===== src/rtl/cfgtext_pkg.sv =====
package cfgtext_pkg;

  localparam int OPW = 4;
  localparam int GTW = 3;

  localparam logic [OPW-1:0] OP_NONE = 4'hF;
  localparam logic [GTW-1:0] GT_NONE = 3'd0;
  localparam logic [7:0]     CH_TERM = 8'h2F;

  typedef struct packed {
    logic           empty;
    logic [OPW-1:0] op1;
    logic [GTW-1:0] gate;
    logic [OPW-1:0] op2;
    logic [OPW-1:0] dst;
  } slot_t;

  localparam slot_t SLOT_BLANK = '{empty: 1'b1, op1: OP_NONE, gate: GT_NONE,
                                   op2: OP_NONE, dst: OP_NONE};

  // {legal, code}
  function automatic logic [OPW:0] op_decode(input logic [7:0] c);
    if (c >= 8'h30 && c <= 8'h39)      return {1'b1, OPW'(c - 8'h30)};
    else if (c >= 8'h41 && c <= 8'h44) return {1'b1, OPW'(c - 8'h41 + 8'd10)};
    else if (c == 8'h20)               return {1'b1, OP_NONE};
    else                               return '0;
  endfunction

  function automatic logic [GTW:0] gate_decode(input logic [7:0] c);
    case (c)
      8'h20:   return {1'b1, 3'd0};
      8'h26:   return {1'b1, 3'd1};
      8'h7C:   return {1'b1, 3'd2};
      8'h7E:   return {1'b1, 3'd3};
      8'h5E:   return {1'b1, 3'd4};
      8'h3F:   return {1'b1, 3'd5};
      8'h5F:   return {1'b1, 3'd6};
      8'h3D:   return {1'b1, 3'd7};
      default: return '0;
    endcase
  endfunction

  function automatic logic [7:0] op_encode(input logic [OPW-1:0] code);
    if (code < 4'd10)      return {4'h0, code} + 8'h30;
    else if (code < 4'd14) return {4'h0, code} + 8'h37;
    else                   return 8'h20;
  endfunction

  function automatic logic [7:0] gate_encode(input logic [GTW-1:0] code);
    case (code)
      3'd1:    return 8'h26;
      3'd2:    return 8'h7C;
      3'd3:    return 8'h7E;
      3'd4:    return 8'h5E;
      3'd5:    return 8'h3F;
      3'd6:    return 8'h5F;
      3'd7:    return 8'h3D;
      default: return 8'h20;
    endcase
  endfunction

endpackage


===== src/rtl/cfgtext_char_dec.sv =====
module cfgtext_char_dec
  import cfgtext_pkg::*;
(
  input  logic [7:0]     ch,
  input  logic [2:0]     pos,
  output logic           is_term,
  output logic           legal,
  output logic [OPW-1:0] op_code,
  output logic [GTW-1:0] gt_code
);
  logic [OPW:0] op_r;
  logic [GTW:0] gt_r;

  always_comb begin
    op_r    = op_decode(ch);
    gt_r    = gate_decode(ch);
    is_term = (ch == CH_TERM);
    op_code = op_r[OPW-1:0];
    gt_code = gt_r[GTW-1:0];
    legal   = (pos == 3'd1) ? gt_r[GTW] : op_r[OPW];
  end
endmodule


===== src/rtl/cfgtext_slot_store.sv =====
module cfgtext_slot_store
  import cfgtext_pkg::*;
#(
  parameter int SLOTS = 14,
  localparam int IW   = (SLOTS > 1) ? $clog2(SLOTS) : 1
) (
  input  logic          clk,
  input  logic          rst_n,
  input  logic          wr_en,
  input  logic [IW-1:0] wr_idx,
  input  slot_t         wr_slot,
  input  logic          commit,
  output slot_t         tbl [SLOTS]
);
  for (genvar i = 0; i < SLOTS; i++) begin : g_slot
    slot_t shadow_q;
    slot_t shadow_d;
    logic  hit;

    always_comb begin
      hit      = wr_en && (wr_idx == IW'(i));
      shadow_d = hit ? wr_slot : shadow_q;
    end

    always_ff @(posedge clk or negedge rst_n) begin
      if (!rst_n) begin
        shadow_q <= SLOT_BLANK;
      end else if (hit) begin
        shadow_q <= shadow_d;
      end
    end

    always_ff @(posedge clk or negedge rst_n) begin
      if (!rst_n) begin
        tbl[i] <= SLOT_BLANK;
      end else if (commit) begin
        tbl[i] <= shadow_d;
      end
    end
  end
endmodule


===== src/rtl/cfgtext_serializer.sv =====
module cfgtext_serializer
  import cfgtext_pkg::*;
#(
  parameter int SLOTS = 14,
  localparam int IW   = (SLOTS > 1) ? $clog2(SLOTS) : 1
) (
  input  logic       clk,
  input  logic       rst_n,
  input  logic       start,
  input  slot_t      tbl [SLOTS],
  input  logic       out_ready,
  output logic       busy,
  output logic [7:0] out_data,
  output logic       out_sof,
  output logic       out_last
);
  logic          busy_q, busy_d;
  logic [IW-1:0] slot_q, slot_d;
  logic [2:0]    pos_q, pos_d;
  slot_t         cur;
  logic          tail;
  logic          adv;

  always_comb begin
    cur  = tbl[slot_q];
    tail = cur.empty || (pos_q == 3'd4);
    if (cur.empty) begin
      out_data = CH_TERM;
    end else begin
      case (pos_q)
        3'd0:    out_data = op_encode(cur.op1);
        3'd1:    out_data = gate_encode(cur.gate);
        3'd2:    out_data = op_encode(cur.op2);
        3'd3:    out_data = op_encode(cur.dst);
        default: out_data = CH_TERM;
      endcase
    end
    busy     = busy_q;
    out_sof  = busy_q && (slot_q == '0) && (pos_q == 3'd0);
    out_last = busy_q && tail && (slot_q == IW'(SLOTS - 1));
    adv      = busy_q && out_ready;

    busy_d = busy_q;
    slot_d = slot_q;
    pos_d  = pos_q;
    if (!busy_q) begin
      if (start) begin
        busy_d = 1'b1;
        slot_d = '0;
        pos_d  = 3'd0;
      end
    end else if (adv) begin
      if (tail) begin
        pos_d = 3'd0;
        if (slot_q == IW'(SLOTS - 1)) busy_d = 1'b0;
        else                          slot_d = slot_q + 1'b1;
      end else begin
        pos_d = pos_q + 3'd1;
      end
    end
  end

  always_ff @(posedge clk or negedge rst_n) begin
    if (!rst_n) begin
      busy_q <= 1'b0;
      slot_q <= '0;
      pos_q  <= 3'd0;
    end else if (adv || (start && !busy_q)) begin
      busy_q <= busy_d;
      slot_q <= slot_d;
      pos_q  <= pos_d;
    end
  end
endmodule


===== src/rtl/cfgtext_codec.sv =====
module cfgtext_codec
  import cfgtext_pkg::*;
#(
  parameter int SLOTS  = 14,
  parameter bit EN_SER = 1'b1
) (
  input  logic               clk,
  input  logic               rst_n,
  input  logic               in_valid,
  output logic               in_ready,
  input  logic [7:0]         in_data,
  input  logic               in_sof,
  input  logic               in_eof,
  output logic               frame_done,
  output logic               fmt_err,
  output logic               unprog,
  output logic [SLOTS*4-1:0] tbl_op1,
  output logic [SLOTS*3-1:0] tbl_gate,
  output logic [SLOTS*4-1:0] tbl_op2,
  output logic [SLOTS*4-1:0] tbl_dst,
  output logic [SLOTS-1:0]   tbl_empty,
  input  logic               ser_start,
  output logic               out_valid,
  input  logic               out_ready,
  output logic [7:0]         out_data,
  output logic               out_sof,
  output logic               out_last
);
  localparam int CW = $clog2(SLOTS + 2);
  localparam int IW = (SLOTS > 1) ? $clog2(SLOTS) : 1;

  // parser state
  logic           frame_q, frame_d;
  logic [CW-1:0]  cnt_q, cnt_d, c0;
  logic [2:0]     len_q, len_d, l0;
  logic           err_q, err_d, e0;
  logic           fill_q, fill_d, h0;
  logic [OPW-1:0] f_op1_q, f_op1_d, f_op2_q, f_op2_d, f_dst_q, f_dst_d;
  logic [GTW-1:0] f_gt_q, f_gt_d;
  logic           done_q, fmt_q, unprog_q;

  logic           acc, active, finish, bad, commit;
  logic           len_ok, over;
  logic           is_term, legal;
  logic [OPW-1:0] op_code;
  logic [GTW-1:0] gt_code;
  logic           wr_en;
  slot_t          wr_slot;
  slot_t          tbl [SLOTS];
  logic           ser_busy;

  cfgtext_char_dec u_dec (
    .ch      (in_data),
    .pos     (l0),
    .is_term (is_term),
    .legal   (legal),
    .op_code (op_code),
    .gt_code (gt_code)
  );

  always_comb begin
    acc    = in_valid & in_ready;
    active = acc & (in_sof | frame_q);
    c0     = in_sof ? '0    : cnt_q;
    l0     = in_sof ? 3'd0  : len_q;
    e0     = in_sof ? 1'b0  : err_q;
    h0     = in_sof ? 1'b0  : fill_q;

    cnt_d   = c0;
    len_d   = l0;
    err_d   = e0;
    fill_d  = h0;
    f_op1_d = f_op1_q;
    f_gt_d  = f_gt_q;
    f_op2_d = f_op2_q;
    f_dst_d = f_dst_q;
    wr_en   = 1'b0;
    wr_slot = SLOT_BLANK;
    len_ok  = 1'b0;
    over    = 1'b0;

    if (is_term) begin
      len_ok = (l0 == 3'd0) || (l0 == 3'd4);
      over   = (c0 >= CW'(SLOTS));
      err_d  = e0 | ~len_ok | over;
      wr_en  = active & len_ok & ~over;
      if (l0 != 3'd0) begin
        wr_slot = '{empty: 1'b0, op1: f_op1_q, gate: f_gt_q, op2: f_op2_q, dst: f_dst_q};
      end
      cnt_d  = (c0 == CW'(SLOTS + 1)) ? c0 : c0 + 1'b1;
      len_d  = 3'd0;
      fill_d = h0 | (l0 == 3'd4);
    end else begin
      err_d = e0 | (l0 >= 3'd4) | ~legal;
      case (l0)
        3'd0:    f_op1_d = op_code;
        3'd1:    f_gt_d  = gt_code;
        3'd2:    f_op2_d = op_code;
        3'd3:    f_dst_d = op_code;
        default: ;
      endcase
      len_d = (l0 == 3'd5) ? l0 : l0 + 3'd1;
    end

    frame_d = ~in_eof;
    finish  = active & in_eof;
    bad     = err_d | (cnt_d != CW'(SLOTS)) | (len_d != 3'd0);
    commit  = finish & ~bad;
  end

  always_ff @(posedge clk or negedge rst_n) begin
    if (!rst_n) begin
      frame_q <= 1'b0;
      cnt_q   <= '0;
      len_q   <= 3'd0;
      err_q   <= 1'b0;
      fill_q  <= 1'b0;
      f_op1_q <= OP_NONE;
      f_gt_q  <= GT_NONE;
      f_op2_q <= OP_NONE;
      f_dst_q <= OP_NONE;
    end else if (active) begin
      frame_q <= frame_d;
      cnt_q   <= cnt_d;
      len_q   <= len_d;
      err_q   <= err_d;
      fill_q  <= fill_d;
      f_op1_q <= f_op1_d;
      f_gt_q  <= f_gt_d;
      f_op2_q <= f_op2_d;
      f_dst_q <= f_dst_d;
    end
  end

  always_ff @(posedge clk or negedge rst_n) begin
    if (!rst_n) begin
      done_q   <= 1'b0;
      fmt_q    <= 1'b0;
      unprog_q <= 1'b1;
    end else begin
      done_q <= finish;
      if (finish) begin
        fmt_q <= bad;
        if (commit) unprog_q <= ~fill_d;
      end
    end
  end

  cfgtext_slot_store #(.SLOTS(SLOTS)) u_store (
    .clk     (clk),
    .rst_n   (rst_n),
    .wr_en   (wr_en),
    .wr_idx  (IW'(c0)),
    .wr_slot (wr_slot),
    .commit  (commit),
    .tbl     (tbl)
  );

  if (EN_SER) begin : g_ser
    cfgtext_serializer #(.SLOTS(SLOTS)) u_ser (
      .clk       (clk),
      .rst_n     (rst_n),
      .start     (ser_start),
      .tbl       (tbl),
      .out_ready (out_ready),
      .busy      (ser_busy),
      .out_data  (out_data),
      .out_sof   (out_sof),
      .out_last  (out_last)
    );
  end else begin : g_noser
    assign ser_busy = 1'b0;
    assign out_data = 8'h00;
    assign out_sof  = 1'b0;
    assign out_last = 1'b0;
  end

  assign out_valid  = ser_busy;
  assign in_ready   = ~ser_busy;
  assign frame_done = done_q;
  assign fmt_err    = fmt_q;
  assign unprog     = unprog_q;

  for (genvar i = 0; i < SLOTS; i++) begin : g_flat
    assign tbl_op1[i*4 +: 4]  = tbl[i].op1;
    assign tbl_gate[i*3 +: 3] = tbl[i].gate;
    assign tbl_op2[i*4 +: 4]  = tbl[i].op2;
    assign tbl_dst[i*4 +: 4]  = tbl[i].dst;
    assign tbl_empty[i]       = tbl[i].empty;
  end
endmodule


===== config.mk =====
export PLATFORM = sky130hd
export DESIGN_NAME = cfgtext_codec
export DESIGN_NICKNAME = d
export VERILOG_FILES = /design/src/rtl/cfgtext_pkg.sv /design/src/rtl/cfgtext_char_dec.sv /design/src/rtl/cfgtext_slot_store.sv /design/src/rtl/cfgtext_serializer.sv /design/src/rtl/cfgtext_codec.sv
export SDC_FILE = /design/constraint.sdc
export NUM_CORES = 1
export LEC_CHECK = 0
export ABC_AREA = 0
export CAP_MARGIN = 20
export CORE_UTILIZATION = 25
export CTS_BUF_LIST = sky130_fd_sc_hd__clkbuf_4
export CTS_CLUSTER_DIAMETER = 40
export DETAILED_ROUTE_END_ITERATION = 16
export MAX_ROUTING_LAYER = met4
export PLACE_DENSITY = 0.5
export SLEW_MARGIN = 10
export SYNTH_ARGS = -nofsm -noshare
export SYNTH_HDL_FRONTEND = slang
export SYNTH_SLANG_ARGS = --single-unit

===== constraint.sdc =====
create_clock -name clk -period 4.1 [get_ports clk]
set_input_delay 0.615 -clock clk [delete_from_list [all_inputs] [get_ports clk]]
set_output_delay 0.615 -clock clk [all_outputs]
set_load 0.02 [all_outputs]

======== Word level (Yosys, flattened, before mapping) ========
Index checks and enable logic that the tools add are counted.
word-level totals
  input port bits ......................... 15
  register bits after elaboration ......... 484
  word-level logic and storage cells ...... 346
cells by class
  eq/ne operators ......................... 44
  mux-type cells .......................... 58
  $lt $le $gt $ge ......................... 13
  $add $sub $neg .......................... 13
  bitwise operators ....................... 23
  reduce and logical (&&, ||, !) cells .... 40
operators with widths
  operator                                                            count
  2-to-1 mux 16 bit                                                   18
  binary-select mux 16 bit (select 4 bit)                             1
  2-to-1 mux 8 bit                                                    7
  one-hot mux 7 bit (7 select lines)                                  1
  adder 4 x 6 -> 7 bit (second input constant)                        6
  equality test 8 x 6 -> 1 bit (second input constant)                5
  equality test 4 bit (second input constant)                         8
  equality test 8 x 7 -> 1 bit (second input constant)                4
  2-to-1 mux 4 bit                                                    8
  one-hot mux 4 bit (8 select lines)                                  1
  one-hot mux 8 bit (4 select lines)                                  1
  less-than comparator 4 bit (second input constant)                  6
  logical AND 1 bit                                                   22
  equality test 3 bit (second input constant)                         7
  2-to-1 mux 3 bit                                                    7
  equality test 3 x 2 -> 1 bit (second input constant)                6
  equality test 4 x 3 -> 1 bit (second input constant)                4
  2-to-1 mux 5 bit                                                    3
  AND reduction 3 bit                                                 5
  2-to-1 mux 1 bit                                                    11
  equality test 3 x 1 -> 1 bit (second input constant)                3
  adder 4 x 1 -> 4 bit (second input constant)                        2
  equality test 4 x 2 -> 1 bit (second input constant)                2
  greater-or-equal comparator 8 x 6 -> 1 bit (second input constant)  1
  other kinds (24)                                                    52

======== Logic depth before layout (Yosys ltp) ========
  depth after elaboration ................. 13
  mapped depth ............................ 15

======== Hierarchy ========
From an unflattened synthesis, not the netlist that was laid out.
second synthesis, totals
  cells, all modules ...................... 2296
  area, all modules ....................... 22949.5 µm²
by module, submodules not included
  module              sequential area each (µm²)  cells each  times used  area each (µm²)
  cfgtext_slot_store  11666.2                     1745        1           17853.4
  cfgtext_serializer  200.2                       347         1           3158.0
  cfgtext_codec       716.9                       150         1           1540.2
  cfgtext_char_dec    0.0                         54          1           397.9

======== Worst setup path after synthesis ========
Ideal clock, no wire load.
  path type ............................... reg2out
  start ................................... register g_ser.u_ser.slot_q[0]
  end ..................................... output port out_data[1]
  setup slack ............................. 0.591 ns
  arrival time ............................ 2.894 ns
  stages on the path, launching flop included .. 13
  required time ........................... 3.485 ns
  path buffers ............................ 6
  cell sequence ........................... dfrtp_1 buf_6 buf_8 buf_6 buf_2 buf_4 buf_2 mux2i_1 o22ai_1 nor3_1 ha_1 o22a_1 o211ai_1
between the ends
  cells in the longest elaborated chain, start to end .. 9
  elaborated cells on any way between the ends .. 32
RTL lines
  element                                                                    RTL line                  RTL
  start, declared                                                            cfgtext_serializer.sv:18  logic [IW-1:0] slot_q, slot_d;
  start signal, assigned                                                     cfgtext_serializer.sv:70  slot_q <= slot_d;
  NOT 4 -> 5 bit (implied by the code) *                                     cfgtext_serializer.sv:25  cur = tbl[slot_q];
  binary-select mux 16 bit (select 4 bit) *                                  cfgtext_serializer.sv:25
  2-to-1 mux 16 bit (implied by the code) * (2 in series)                    cfgtext_serializer.sv:25
  adder 4 x 6 -> 7 bit / less-than comparator 4 bit (equally long branches)  cfgtext_pkg.sv:45         else if (code < 4'd14) return {4'h0, code} + 8'h37;
  2-to-1 mux 8 bit                                                           cfgtext_pkg.sv:45
  2-to-1 mux 8 bit                                                           cfgtext_pkg.sv:44         if (code < 4'd10) return {4'h0, code} + 8'h30;
  one-hot mux 8 bit (4 select lines)                                         cfgtext_serializer.sv:30  case (pos_q)
  2-to-1 mux 8 bit *                                                         cfgtext_serializer.sv:27  if (cur.empty) begin
  end, declared                                                              cfgtext_codec.sv:25       output logic [7:0] out_data,
Mark *: on every way between the ends. The rest lies on a longest branch, timed or not. The select of a mux whose other input is x is not followed.

======== Worst setup path in the final report ========
Same ends and word-level chain as after synthesis.

==> flow_summary_export.csv <==
group,metric,value,unit
outcome,outcome,"finished, violations left",
outcome,violations,"negative setup slack",
global_route,grt_max_degree,114,
global_route,grt_pass1_wl,115,mm
setup_path,worst-path-max-fanout,3,
place,gp_congestion,0.893,
place,dp.cells,3152,
sta,finClkSkew,75.5,ps
clock_network,insertion_delay,970,ps
global_route,grt_pass1_vias,16640,
routing,post-route-drc-count,0,
logic_synthesis,ys_seq_area_share,57.5,%
sta,finalSetupViolations,7,
setup_path,critPathRequiredTime,3480,ps
clock_network,clockRootBuffer,"clkbuf_4",
sta,maxSlewViolCount,0,
logic_synthesis,syn_area,21900,um^2
die,die_w,298,um
place,io_buffers,252,
sta,worst_pin_slew,962,ps
clock_network,htreeDepth,4,
sta,finalSetupTns,-1980,ps
die,die-area,88700,um^2
die,start_util,25.2,%
setup_path,r2r_end,"u_store.tbl[41]",
logic_synthesis,ys_ff_latch,484,
sta,finalCriticalPeriod,4450,ps
logic_synthesis,yosys_warnings,0,
global_route,grt_usage,18.3,%
logic_synthesis,synthCells,1776,
global_route,grt_remaining_overflow,0,
setup_path,crit_end,"out_data[1]",
clock_network,clk_pin_slew,60,ps
routing,via_per_inst,4.62,
power,power_density,429,nW/um^2
routing,wl_per_cell,22.7,um
sta,fmax,0.225,GHz
die,core_area,86800,um^2
clock_network,tritoncts,"built",
place,dpl.hpwl,56.1,mm
clock_network,clk_path_buf_depth,3,
cells_and_area,final_common_cell,"dfstp_2",
setup_path,endpoint_kind,"primary output",
routing,first_pass_iters,5,
clock_network,cts.sinks,484,
power,vdd_drop_max,0.000266,V
setup_path,startpoint_type,"flip-flop",
logic_synthesis,avgSynthCellArea,12.3,um^2
power,p_leak,11.5,nW
job,drv_cap,0,
cells_and_area,drive_gt1_share,48.1,%
die,rows,108,
sta,period_share,109,%
logic_synthesis,syn_nets,1816,
setup_path,reg2reg_depth,11,
logic_synthesis,async_flop_share,100,%
sta,setup_ws,-351,ps
cells_and_area,area_growth,31.8,%
setup_path,rrSetupSlack,1250,ps
clock_network,cts_buffers,139,
sta,finalHoldViolCount,0,
sta,hold_ws,328,ps
die,io_pins,254,
logic_synthesis,synth_edf_count,0,
setup_path,timing.rr.start,"cnt_q[0]",
cells_and_area,fin_cells,3440,
routing,vias,15878,
setup_path,crit_start,"g_ser.u_ser.slot_q[0]",
routing,ant_nets,0,
global_route,grt_antenna_before_repair,3,
setup_path,worstPathArrival,3840,ps
logic_synthesis,netlist-cell-type-count,76,
cells_and_area,final_util,33.2,%
cells_and_area,nets,2216,
routing,drt_wl_total,78.2,mm
die,fp.dieH,298,um
place,place_ws,-41.6,ps
sta,rsz0062_at_grt,"true",
logic_synthesis,synth_ff_type,"dfstp_2",
min_path,worstHoldPathType,"in -> reg",
setup_path,path_class,"reg -> out",
cells_and_area,layout_common_cells,"dfstp_2 (377), nand2_1 (252), clkdlybuf4s50_1 (242)",
sta,slew_headroom,35.9,%
routing,drt_iter0_drc,1049,
## kinds of logic (layout without fill, tap and decap cells)
group           count (synthesis)  in the layout  share of synthesized area (%)
flops                         484            484                           57.5
simple gates                  427            427                           9.06
compound gates                367            367                           9.82
mux                           329            329                           18.3
buf+inv                       141            647                           3.74
fa+ha+maj                      25             25                           1.43
xor+xnor                        2              2                         0.0801
other cells                     1              4                         0.0171
## metal layers
layer	vias to the layer above	global-route usage [%]	routed length, um
li1	7210	-	-
met1	8122	22.5	33500
met2	454	30.2	39400
met3	92	3.27	3550
met4	0	6.04	1740
met5	-	-	0
## cell usage after synthesis (all sizes together), types with 4 or more instances
library cell	n	area share [%]
a211o	4	0.16
a211oi	13	0.59
a21oi	54	1.2
a22oi	4	0.14
a2bb2oi	6	0.24
a31oi	4	0.11
and3	10	0.29
buf	83	2.7
clkbuf	34	0.58
dfrtp	107	12
dfstp	377	45
ha	25	1.4
inv	23	0.39
mux2	242	12
mux2i	57	2.6
mux4	30	3.3
nand2	254	4.4
nand2b	8	0.23
nand3	16	0.90
nand3b	5	0.17
nand4	5	0.21
nor2	84	1.4
nor2b	11	0.31
nor3	10	0.23
nor3b	4	0.21
o211ai	5	0.17
o21ai	224	5.1
o21bai	5	0.17
o22a	4	0.16
o22ai	13	0.37
o31ai	5	0.19
## where the power goes
group | internal, mW | switching, mW
Combinational | 1.20 | 1.48
Clock | 2.69 | 2.10
Sequential | 4.85 | 0.0478
Total | 8.74 | 3.63
## how the worst min path moves through the flow
stage                                                end                      startpoint  depth (start not counted)
after floorplan                                 cnt_q[0]                           rst_n                          0
after global placement    u_store.g_slot[13].shadow_q[4]  u_store.g_slot[13].shadow_q[4]                          2
after detailed placement  u_store.g_slot[3].shadow_q[15]  u_store.g_slot[3].shadow_q[15]                          2
after CTS                                     frame_done                          in_eof                          3
after global routing                          frame_done                          in_eof                          3
final                                         frame_done                          in_eof                          3
## final cells by class
type                       instances  area, um^2
antenna                            3        7.51
clock buffer                     215        1610
clock inverter                    32         272
fill                            8800       57900
inverter                          24        90.1
multi-input combinational       1151        8950
sequential                       484       12600
tap                             1155        1450
timing repair buffer             376        3860
## worst max-delay path, stage by stage, from the launching register on
cell,delay (ps)
dfrtp_4,500
buf_6,150
buf_4,130
mux4_2,420
mux2_4,320
a211oi_4,270
buf_6,160
xor2_4,160
nand2_1,80
o2111a_1,260
o211ai_1,200
buf_4,220
## registers in the layout, summed over array words and instances (netlist names), 3 cells and up
signal                   flops
u_store.tbl                224
u_store.g_slot.shadow_q    224
f_dst_q                      4
g_ser.u_ser.pos_q            3
g_ser.u_ser.slot_q           4
f_gt_q                       3
cnt_q                        4
f_op2_q                      4
f_op1_q                      4
len_q                        3
## through the flow
| stage | instance area, um^2 | power [mW] |
|---|---|---|
| after global placement | 26000 | 6.94 |
| final | 28800 | 12.4 |
| after global routing | 28800 | 13.0 |
| after floorplan | 21900 | 6.12 |
| after CTS | 28700 | 12.4 |
| after detailed placement | 26000 | 6.94 |
## timing repair
| action | in CTS | in global routing |
|---|---|---|
| buffers inserted | 32 | 5 |
| hold buffers | 1 | 0 |
| pin swaps | 40 | 19 |
| endpoints found under the hold margin | 41 | 0 |
| resized for setup | 116 | 33 |
| gates cloned | 4 | 0 |
| endpoints found under the setup margin | 9 | 8 |
(Power assumes the default switching activity.)
